<file path="config.mk">
export PLATFORM = sky130hd
export DESIGN_NAME = sdma_seq
export DESIGN_NICKNAME = d
export VERILOG_FILES = /design/src/rtl/sdma_pkg.sv /design/src/rtl/sdma_regs.sv /design/src/rtl/sdma_bound.sv /design/src/rtl/sdma_fsm.sv /design/src/rtl/sdma_seq.sv
export SDC_FILE = /design/constraint.sdc
export NUM_CORES = 1
export LEC_CHECK = 0
export BUFFER_PORTS_ARGS = -buffer_cell sky130_fd_sc_hd__buf_4
export CAP_MARGIN = 20
export CORE_MARGIN = 1.5
export CORE_UTILIZATION = 45
export DETAILED_ROUTE_END_ITERATION = 8
export GPL_TIMING_DRIVEN = 0
export PLACE_DENSITY_LB_ADDON = 0.25
export SYNTH_ARGS = -nofsm -noshare
export SYNTH_HDL_FRONTEND = slang
export SYNTH_SLANG_ARGS = --single-unit
export TNS_END_PERCENT = 50
</file>
<file path="constraint.sdc">
create_clock -name clk -period 4.8 [get_ports clk]
set_input_delay 0.72 -clock clk [delete_from_list [all_inputs] [get_ports clk]]
set_output_delay 0.72 -clock clk [all_outputs]
set_load 0.05 [all_outputs]
</file>
<file path="src/rtl/sdma_pkg.sv">
package sdma_pkg;
  localparam logic [15:0] TM_MASK = 16'h0037;
  localparam int TM_DMA   = 0;
  localparam int TM_BCE   = 1;
  localparam int TM_RD    = 4;
  localparam int TM_MULTI = 5;
  localparam logic [1:0] W_ADDR = 2'd0;
  localparam logic [1:0] W_BLK  = 2'd1;
  localparam logic [1:0] W_CMD  = 2'd2;
  localparam logic [1:0] SEL_SDMA = 2'd0;
  localparam int BSZ_W  = 12;
  localparam int CODE_W = 3;
  localparam int BND_BASE = 12;
  typedef enum logic [1:0] {ST_IDLE, ST_XFER, ST_PAUSE} seq_st_e;
endpackage

</file>
<file path="src/rtl/sdma_regs.sv">
module sdma_regs
  import sdma_pkg::*;
#(
  parameter int DW = 32
) (
  input  logic              clk,
  input  logic              rst_n,
  input  logic              wr_en,
  input  logic [1:0]        wr_addr,
  input  logic [DW-1:0]     wr_data,
  input  logic [DW/8-1:0]   wr_be,
  input  logic [1:0]        rd_addr,
  output logic [DW-1:0]     rd_data,
  input  logic              cap_dma,
  input  logic              adv,
  input  logic              dec,
  output logic [DW-1:0]     sysaddr,
  output logic [DW/2-2:0]   bsz,
  output logic [DW/2-1:0]   blkcnt,
  output logic [DW/2-1:0]   tmode,
  output logic              cmd_trig,
  output logic              addr_wr
);
  localparam int HW = DW / 2;
  localparam int NB = DW / 8;

  logic [HW-1:0] cmd_q;
  logic [DW-1:0] m_addr, m_blk, m_cmd;
  logic [HW-1:0] tm_keep;
  logic sel_a, sel_b, sel_c;

  function automatic logic [DW-1:0] merge(input logic [DW-1:0] old_v,
                                          input logic [DW-1:0] new_v,
                                          input logic [NB-1:0] be);
    logic [DW-1:0] r;
    r = old_v;
    for (int b = 0; b < NB; b++)
      if (be[b]) r[b*8 +: 8] = new_v[b*8 +: 8];
    return r;
  endfunction

  assign sel_a   = wr_en && (wr_addr == W_ADDR);
  assign sel_b   = wr_en && (wr_addr == W_BLK);
  assign sel_c   = wr_en && (wr_addr == W_CMD);
  assign addr_wr = sel_a && (|wr_be);
  assign m_addr  = merge(sysaddr, wr_data, wr_be);
  assign m_blk   = merge({blkcnt, 1'b0, bsz}, wr_data, wr_be);
  assign m_cmd   = merge({cmd_q, tmode}, wr_data, wr_be);
  assign tm_keep = TM_MASK & (cap_dma ? {HW{1'b1}} : ~HW'(1));

  always_ff @(posedge clk) begin
    if (!rst_n) begin
      sysaddr  <= '0;
      bsz      <= '0;
      blkcnt   <= '0;
      tmode    <= '0;
      cmd_q    <= '0;
      cmd_trig <= 1'b0;
    end else begin
      if (sel_a) sysaddr <= m_addr;
      else if (adv) sysaddr <= sysaddr + DW'(bsz[BSZ_W-1:0]);
      if (sel_b) begin
        bsz    <= m_blk[HW-2:0];
        blkcnt <= m_blk[DW-1:HW];
      end else if (dec) begin
        blkcnt <= blkcnt - 1'b1;
      end
      if (sel_c) begin
        tmode <= m_cmd[HW-1:0] & tm_keep;
        cmd_q <= m_cmd[DW-1:HW];
      end
      cmd_trig <= sel_c && wr_be[NB-1];
    end
  end

  always_comb begin
    case (rd_addr)
      W_ADDR:  rd_data = sysaddr;
      W_BLK:   rd_data = {blkcnt, 1'b0, bsz};
      W_CMD:   rd_data = {cmd_q, tmode};
      default: rd_data = '0;
    endcase
  end
endmodule

</file>
<file path="src/rtl/sdma_bound.sv">
module sdma_bound
  import sdma_pkg::*;
#(
  parameter int AW = 32
) (
  input  logic [AW-1:0]     addr,
  input  logic [CODE_W-1:0] code,
  input  logic [BSZ_W-1:0]  blksz,
  output logic [AW-1:0]     left,
  output logic              hit
);
  localparam int SHW = $clog2(AW) + 1;
  logic [SHW-1:0] sh;
  logic [AW-1:0]  bnd;

  assign sh   = SHW'(code) + SHW'(BND_BASE);
  assign bnd  = AW'(1) << sh;
  assign left = bnd - (addr & (bnd - AW'(1)));
  assign hit  = left <= AW'(blksz);
endmodule

</file>
<file path="src/rtl/sdma_fsm.sv">
module sdma_fsm
  import sdma_pkg::*;
#(
  parameter int CW = 16,
  parameter int TW = 16
) (
  input  logic          clk,
  input  logic          rst_n,
  input  logic          cmd_trig,
  input  logic [TW-1:0] tmode,
  input  logic [CW-1:0] blkcnt,
  input  logic [1:0]    dma_sel,
  input  logic          hit,
  input  logic          resume,
  input  logic          req_ready,
  output logic          req_valid,
  output logic          adv,
  output logic          dec,
  output logic          busy,
  output logic          irq_done,
  output logic          irq_bound
);
  seq_st_e st_q;
  logic    single_q;
  logic    hs, multi, refuse, last;

  assign multi     = tmode[TM_MULTI];
  assign refuse    = multi && (!tmode[TM_BCE] || (blkcnt == '0));
  assign req_valid = (st_q == ST_XFER);
  assign busy      = (st_q != ST_IDLE);
  assign hs        = req_valid && req_ready;
  assign adv       = hs;
  assign dec       = hs && !single_q;
  assign last      = single_q || (blkcnt == CW'(1));

  always_ff @(posedge clk) begin
    if (!rst_n) begin
      st_q      <= ST_IDLE;
      single_q  <= 1'b0;
      irq_done  <= 1'b0;
      irq_bound <= 1'b0;
    end else begin
      irq_done  <= 1'b0;
      irq_bound <= 1'b0;
      case (st_q)
        ST_IDLE:
          if (cmd_trig && tmode[TM_DMA] && (dma_sel == SEL_SDMA) && !refuse) begin
            st_q     <= ST_XFER;
            single_q <= !multi || (blkcnt == CW'(1));
          end
        ST_XFER:
          if (hs) begin
            if (last) begin
              st_q     <= ST_IDLE;
              irq_done <= 1'b1;
            end else if (hit) begin
              st_q      <= ST_PAUSE;
              irq_bound <= 1'b1;
            end
          end
        ST_PAUSE:
          if (resume) st_q <= ST_XFER;
        default: st_q <= ST_IDLE;
      endcase
    end
  end
endmodule

</file>
<file path="src/rtl/sdma_seq.sv">
module sdma_seq
  import sdma_pkg::*;
#(
  parameter int DW = 32
) (
  input  logic            clk,
  input  logic            rst_n,
  input  logic            wr_en,
  input  logic [1:0]      wr_addr,
  input  logic [DW-1:0]   wr_data,
  input  logic [DW/8-1:0] wr_be,
  input  logic [1:0]      rd_addr,
  output logic [DW-1:0]   rd_data,
  input  logic            cap_dma,
  input  logic [1:0]      dma_sel,
  output logic            cmd_start,
  output logic            req_valid,
  input  logic            req_ready,
  output logic [DW-1:0]   req_addr,
  output logic [BSZ_W-1:0] req_len,
  output logic            req_rd,
  output logic            busy,
  output logic            irq_done,
  output logic            irq_bound
);
  localparam int HW = DW / 2;

  logic [DW-1:0] sysaddr;
  logic [HW-2:0] bsz;
  logic [HW-1:0] blkcnt, tmode;
  logic          adv, dec, addr_wr, hit;
  logic [DW-1:0] left;

  sdma_regs #(.DW(DW)) u_regs (
    .clk(clk), .rst_n(rst_n), .wr_en(wr_en), .wr_addr(wr_addr),
    .wr_data(wr_data), .wr_be(wr_be), .rd_addr(rd_addr), .rd_data(rd_data),
    .cap_dma(cap_dma), .adv(adv), .dec(dec), .sysaddr(sysaddr), .bsz(bsz),
    .blkcnt(blkcnt), .tmode(tmode), .cmd_trig(cmd_start), .addr_wr(addr_wr)
  );

  sdma_bound #(.AW(DW)) u_bound (
    .addr(sysaddr), .code(bsz[BSZ_W+CODE_W-1:BSZ_W]), .blksz(bsz[BSZ_W-1:0]),
    .left(left), .hit(hit)
  );

  sdma_fsm #(.CW(HW), .TW(HW)) u_fsm (
    .clk(clk), .rst_n(rst_n), .cmd_trig(cmd_start), .tmode(tmode),
    .blkcnt(blkcnt), .dma_sel(dma_sel), .hit(hit), .resume(addr_wr),
    .req_ready(req_ready), .req_valid(req_valid), .adv(adv), .dec(dec),
    .busy(busy), .irq_done(irq_done), .irq_bound(irq_bound)
  );

  assign req_addr = sysaddr;
  assign req_len  = bsz[BSZ_W-1:0];
  assign req_rd   = tmode[TM_RD];
endmodule

</file>
==> reports/results.ini, run 1 <==
[run_status]
status = finished, final reports clean

[yosys]
synth_cells = 888
yosys_warnings = 0
ys_seq_area_share_pct = 27.7
synth_edf_count = 0
async_reset_ff_share_pct = 0
syn_area_per_cell_sq_um = 7.33
synth_nets = 968
synth_seq_cells = 90
yosysUniqueCellTypes = 67
synthFlopType = dfxtp_1
synth_area_sq_um = 6510

[worst_setup_path]
worstReg2RegEnd = u_fsm.irq_bound
worst_ep_required_time_ns = 5.06
startpoint_type = register
startpoint = u_regs.bsz[14]
path_max_fanout = 10
worst-r2r-setup-slack_ns = 0.66
r2r_cells = 12
r2r_start = u_regs.bsz[14]
critPathArrivalTime_ns = 4.40
endpoint_kind = register
crit_type = reg2reg

[final_layout]
diodes = 0
drive_gt1_share_pct = 17.0
final_cell_mix = nand2_1, buf_4, a21oi_1, dfxtp_1, nor2_1
final_common_cell = nand2_1
fillers = 1379
area_growth_pct = 21.8
nets = 1102

[global_route]
antenna_found_initial = 0
grt_max_degree = 16
grt_overflow = 0
track_usage_pct = 29.8
grt_pass1_wl_mm = 34.4
grt_pass1_vias = 6368

[pwr]
irDropWorstVdd_mv = 0.167
p_leak_nw = 3.25
p_seq_share_pct = 41.7
power_switching_mw = 0.624
pwr-share-comb_pct = 23.1
internal-power_mw = 1.28
p_per_area_nw_per_um2 = 240
p_clk_share_pct = 35.2
p_sw_share_pct = 32.8

[drt]
dr.pass1.iters = 5
viasPerCell = 6.03
drcViolationCount = 0
avgRoutedWirePerCell_um = 18.8
vias = 7273
antenna_left = 0
finalWirelength_mm = 22.7
drtIter0Drc = 687

[clocking]
clk_pin_slew_worst_paths_ns = 0.07
cts_sinks = 90
numCtsBuffers = 9
cts_tree = built
post-cts-setup-buffer-count = 0
clock_path_buffers = 2
root_buffer = clkbuf_16
clkLatencyLatePin_ns = 0.36
cts_hold_buffers = 0
cts_resized = 0
cts_max_level = 3

[sta]
hold_violations = 0
worst_pin_slew_ns = 0.862
finalSetupTns_ns = 0
hold_ws_ns = 0.457
maxSlewViolCount = 0
relSlewSlack_pct = 42.5
setup_viol = 0
max_freq_mhz = 242
rsz0062_at_grt = no
skew_ns = 0.00944
fin_crit_sh_pct = 86.2
post-route-min-period_ns = 4.14

[place]
dpl.hpwl_mm = 17.4
portBuffers = 123
gp_congestion = 0.997

[floorplan]
initial_core_util_pct = 46.5
die_x_um = 123
fp.dieH_um = 123
core_sq_um = 14000
rows = 43
dieArea_sq_um = 15200
io_pins = 129

[min_path]
min_delay_worst_endpoint = u_regs.cmd_q[13]
whs_path_depth = 2
hp-start = u_regs.cmd_q[13]
hold_path_class = reg2reg

[flow_run]
drv_cap = 0

## power groups by stage
stage,clock network (mW),registers [mW],logic (mW)
3_5_place_dp,0,0.809,0.432
3_3_place_gp,0,0.808,0.428
6_report,0.670,0.792,0.439
5_1_grt,0.700,0.794,0.477
2_1_floorplan,0,0.824,0.269
4_1_cts,0.674,0.791,0.433
## logic make-up (layout without fill, tap and decap cells)
kind of cell | Yosys count | in the layout | synth area share, %
and+or+nand+nor | 348 | 348 | 25.7
muxes | 42 | 42 | 6.52
adders and majority gates | 33 | 33 | 6.46
xor gates and xnor gates | 22 | 22 | 2.96
AOI/OAI and AO/OA | 258 | 258 | 24.3
DFF | 90 | 90 | 27.7
buffers and inverters | 95 | 233 | 6.33
## critical path: stages (launching register included)
cell      delay [ns]
dfxtp_1         0.42
clkbuf_1        0.35
clkbuf_1        0.34
o21ai_0         0.13
ha_1            0.29
buf_2           0.18
or4bb_1         0.51
nor4_1          0.54
nor2_1          0.18
mux2_2          0.27
a21oi_1         0.07
or4b_1          0.54
nor4_2          0.22
## cells in the mapped netlist, types with 9 or more instances
master	instances	area (sq um)
and2_1	11	68.8
nand2_1	137	514
ha_1	32	400
buf_4	12	90.1
clkbuf_1	46	173
mux2i_1	39	390
dfxtp_1	90	1800
nor2b_1	11	68.8
inv_1	29	109
nor4_1	10	62.6
a21o_1	10	75.1
a21oi_1	101	505
nor2_1	67	251
o21ai_0	63	315
a211oi_1	18	135
nor3_1	26	130
xnor2_1	14	123
and3_1	9	56.3
nand3_1	26	130
## registers in the layout (all words and copies together) (netlist names)
register	flops
u_fsm.st_q	2
u_regs.cmd_trig	1
u_regs.sysaddr	32
u_regs.cmd_q	16
u_fsm.irq_done	1
u_fsm.irq_bound	1
u_regs.tmode	5
u_regs.bsz	15
u_regs.blkcnt	16
u_fsm.single_q	1
## routing by layer
layer	routed length, um	GRT usage, %	vias to the layer above
met4	926	14.8	0
met3	1790	3.74	61
met5	0	0	-
met2	10300	46.8	351
li1	-	-	3471
met1	9640	40.2	3390
## area by class of cell
| class | instances | area (sq um) | share of cell area [%] |
|---|---|---|---|
| Multi-Input combinational cell | 703 | 4290 | 54.2 |
| Sequential cell | 90 | 1800 | 22.7 |
| Timing Repair Buffer | 123 | 923 | 11.7 |
| Buffer | 65 | 299 | 3.77 |
| Clock buffer | 9 | 225 | 2.84 |
| Tap cell | 180 | 225 | 2.84 |
| Inverter | 30 | 113 | 1.42 |
| Clock inverter | 6 | 43.8 | 0.553 |
## per-stage QoR
step / setup WS (ns) / instance area, sq um / instances / total power [mW] / utilization [%]
final: 0.662 / 7920 / 1206 / 1.90 / 56.6
after global routing: 0.427 / 7920 / 1206 / 1.97 / 56.6
after CTS: 0.731 / 7920 / 1206 / 1.90 / 56.6
after detailed placement: 0.756 / 7650 / 1191 / 1.24 / 54.7
after global placement: 0.752 / 7650 / 1191 / 1.24 / 54.7
after floorplan: 1.36 / 6510 / 888 / 1.09 / -
## worst max path at each step
stage                            to  slack, ns  cells past startpoint
floorplan           u_fsm.irq_bound       1.36                     12
global placement    u_fsm.irq_bound       0.75                     12
detailed placement  u_fsm.irq_bound       0.76                     12
CTS                 u_fsm.irq_bound       0.73                     12
global route          u_fsm.st_q[0]       0.43                     12
finish              u_fsm.irq_bound       0.66                     12
No activity file was read; power rests on OpenSTA's default activity.
==> run 2: changes to the inputs <==
- SYNTH_HIERARCHICAL: default -> 1
==> run 2 against run 1 <==
Effect of this change: synthesized cell count increased by 11%; critical endpoint is now u_fsm/st_q[0]; power increased by 13%; sequential power about the same; global-route usage decreased by 0.31 points; critical path type unchanged; core utilization about the same; routed wire length increased by 11%; clock skew decreased by 0.00056 ns; largest cell class unchanged; register-to-register slack got worse by 0.35 ns; first-iteration DRC count increased by 9.0%.
==> reports/results.ini, run 2 <==
[clocking]
clock_path_buffers = 2  ; unchanged
cts_tree = built
clkLatencyLatePin_ns = 0.35  ; about the same
root_buffer = clkbuf_16
cts_sinks = 90  ; unchanged
clk_pin_slew_worst_paths_ns = 0.07  ; about the same
cts_max_level = 3  ; unchanged
numCtsBuffers = 9  ; unchanged
post-cts-setup-buffer-count = 0  ; unchanged

[drt]
vias = 8290  ; +14%
finalWirelength_mm = 25.2  ; +11%
antenna_left = 0  ; unchanged
drtIter0Drc = 749  ; +9.0%
dr.pass1.iters = 8  ; +3
drcViolationCount = 0  ; unchanged
viasPerCell = 6.08  ; +0.85%
avgRoutedWirePerCell_um = 18.5  ; -1.5%

[sta]
maxSlewViolCount = 0  ; unchanged
finalSetupTns_ns = 0  ; unchanged
max_freq_mhz = 223  ; -7.8%
relSlewSlack_pct = 30.8  ; -12 points
fin_crit_sh_pct = 93.5  ; +7.3 points
setup_viol = 0  ; unchanged
post-route-min-period_ns = 4.49  ; +0.348 ns
hold_violations = 0  ; unchanged
worst_pin_slew_ns = 1.04  ; +0.175 ns
skew_ns = 0.00888  ; -0.000561 ns
rsz0062_at_grt = no

[worst_setup_path]
worstReg2RegEnd = u_fsm/st_q[0]
worst_ep_required_time_ns = 5.02  ; -0.04 ns
path_max_fanout = 7  ; -3
startpoint_type = register
r2r_cells = 17  ; +5
critPathArrivalTime_ns = 4.70  ; +0.30 ns
endpoint_kind = register
worst-r2r-setup-slack_ns = 0.31  ; -0.35 ns
crit_type = reg2reg
r2r_start = u_regs/sysaddr[0]

[floorplan]
io_pins = 129  ; unchanged
die_x_um = 131  ; +6.2%
rows = 46  ; +7.0%
fp.dieH_um = 131  ; +6.2%
core_sq_um = 15900  ; +14%
dieArea_sq_um = 17100  ; +13%
initial_core_util_pct = 46.2  ; -0.31 points

[min_path]
hold_path_class = reg2reg
whs_path_depth = 2  ; unchanged
min_delay_worst_endpoint = u_regs/cmd_q[2]
hp-start = u_regs/cmd_q[2]

[final_layout]
final_cell_mix = nand2_1, buf_4, a21oi_1, dfxtp_1, nor2_1
diodes = 0  ; unchanged
largest_register = u_regs/sysaddr
final_cells = 1363  ; +13%
final_core_util_pct = 56.7  ; about the same
area_growth_pct = 22.6
largest_reg_flops = 32  ; unchanged
nets = 1233  ; +12%
top_regs = u_regs/sysaddr x32, u_regs/blkcnt x16, u_regs/cmd_q x16
drive_gt1_share_pct = 17.6  ; +0.65 points
final_common_cell = nand2_1

[place]
placed_cells = 1347  ; +13%
gp_congestion = 0.964  ; -3.3%
dpl.hpwl_mm = 19.2  ; +11%
portBuffers = 126  ; +2.4%

[global_route]
grt_pass1_wl_mm = 39.0  ; +13%
antenna_found_initial = 0  ; unchanged
grt_max_degree = 16  ; unchanged
track_usage_pct = 29.4  ; -0.31 points
grt_pass1_vias = 7434  ; +17%
grt_overflow = 0  ; unchanged

[run_status]
status = finished, final reports clean

[pwr]
power_mw = 2.14  ; +13%
p_leak_nw = 3.74  ; +15%
irDropWorstVdd_mv = 0.173  ; +3.4%
p_per_area_nw_per_um2 = 237  ; -1.1%

[yosys]
synth_cells = 987  ; +11%
syn_area_per_cell_sq_um = 7.46  ; +1.9%
synth_area_sq_um = 7370  ; +13%
yosys_warnings = 6  ; +6

[flow_run]
drv_cap = 0  ; unchanged

## run 2: worst max path at each step
stage               endpoint  slack (ns)              start
6_report       u_fsm/st_q[0]        0.31  u_regs/sysaddr[0]
5_1_grt        u_fsm/st_q[0]        0.03  u_regs/sysaddr[0]
4_1_cts        u_fsm/st_q[0]        0.18  u_regs/sysaddr[0]
3_5_place_dp   u_fsm/st_q[0]        0.17  u_regs/sysaddr[0]
3_3_place_gp   u_fsm/st_q[0]        0.22  u_regs/sysaddr[0]
2_1_floorplan  u_fsm/st_q[0]        0.48  u_regs/sysaddr[0]
## run 2: stage by stage
stage	worst slack, ns	hold WS [ns]	area, sq um
6_report	0.314	0.457	9030
5_1_grt	0.0324	0.472	9030
4_1_cts	0.179	0.455	9030
3_5_place_dp	0.174	0.446	8650
3_3_place_gp	0.218	0.441	8650
2_1_floorplan	0.484	0.436	7430
## run 2: report_power, final
part           switching [mW]  internal (mW)  total [mW]
clock                   0.312          0.578       0.890
combinational           0.285          0.175       0.460
sequential             0.0298          0.764       0.794
total                   0.627           1.52        2.14
## run 2: what timing repair did
| action | in CTS | in global routing |
|---|---|---|
| gates resized for setup | 0 | 3 |
| setup endpoints to repair | 0 | 3 |
| hold buffers | 0 | 0 |
## run 2: area by class of cell
cell class,instances,area (sq um)
fillers,1530,6910
multi-input cells,827,5270
flip-flops and latches,90,1800
repair buffers,126,946
well taps,216,270
clock buffers,10,239
plain buffers,50,221
inverters,38,143
clock inverters,6,138
## run 2: routing by layer
layer	routed length, um	vias up	global-route usage, %	part of all wire, %
li1	-	3918	-	-
met3	2200	69	4.03	8.7
met4	988	0	13.2	3.9
met1	10600	3857	39.5	42
met2	11500	446	47.1	45
met5	0	-	0	0
## run 2: worst max-delay path: stages, from the launching register on
cell and delay, ns:
dfxtp_2 0.42, inv_1 0.09, ha_1 0.22, nor3b_1 0.18, a211o_1 0.40, a311oi_1 0.36, nor2_1 0.09, xnor2_1 0.15
ha_1 0.31, nand4_1 0.12, or4_1 0.62, a2111oi_2 0.43, and4b_1 0.25, nor4b_2 0.28, o21ai_0 0.13, nand3_1 0.11
a32oi_1 0.06, a2bb2oi_1 0.16
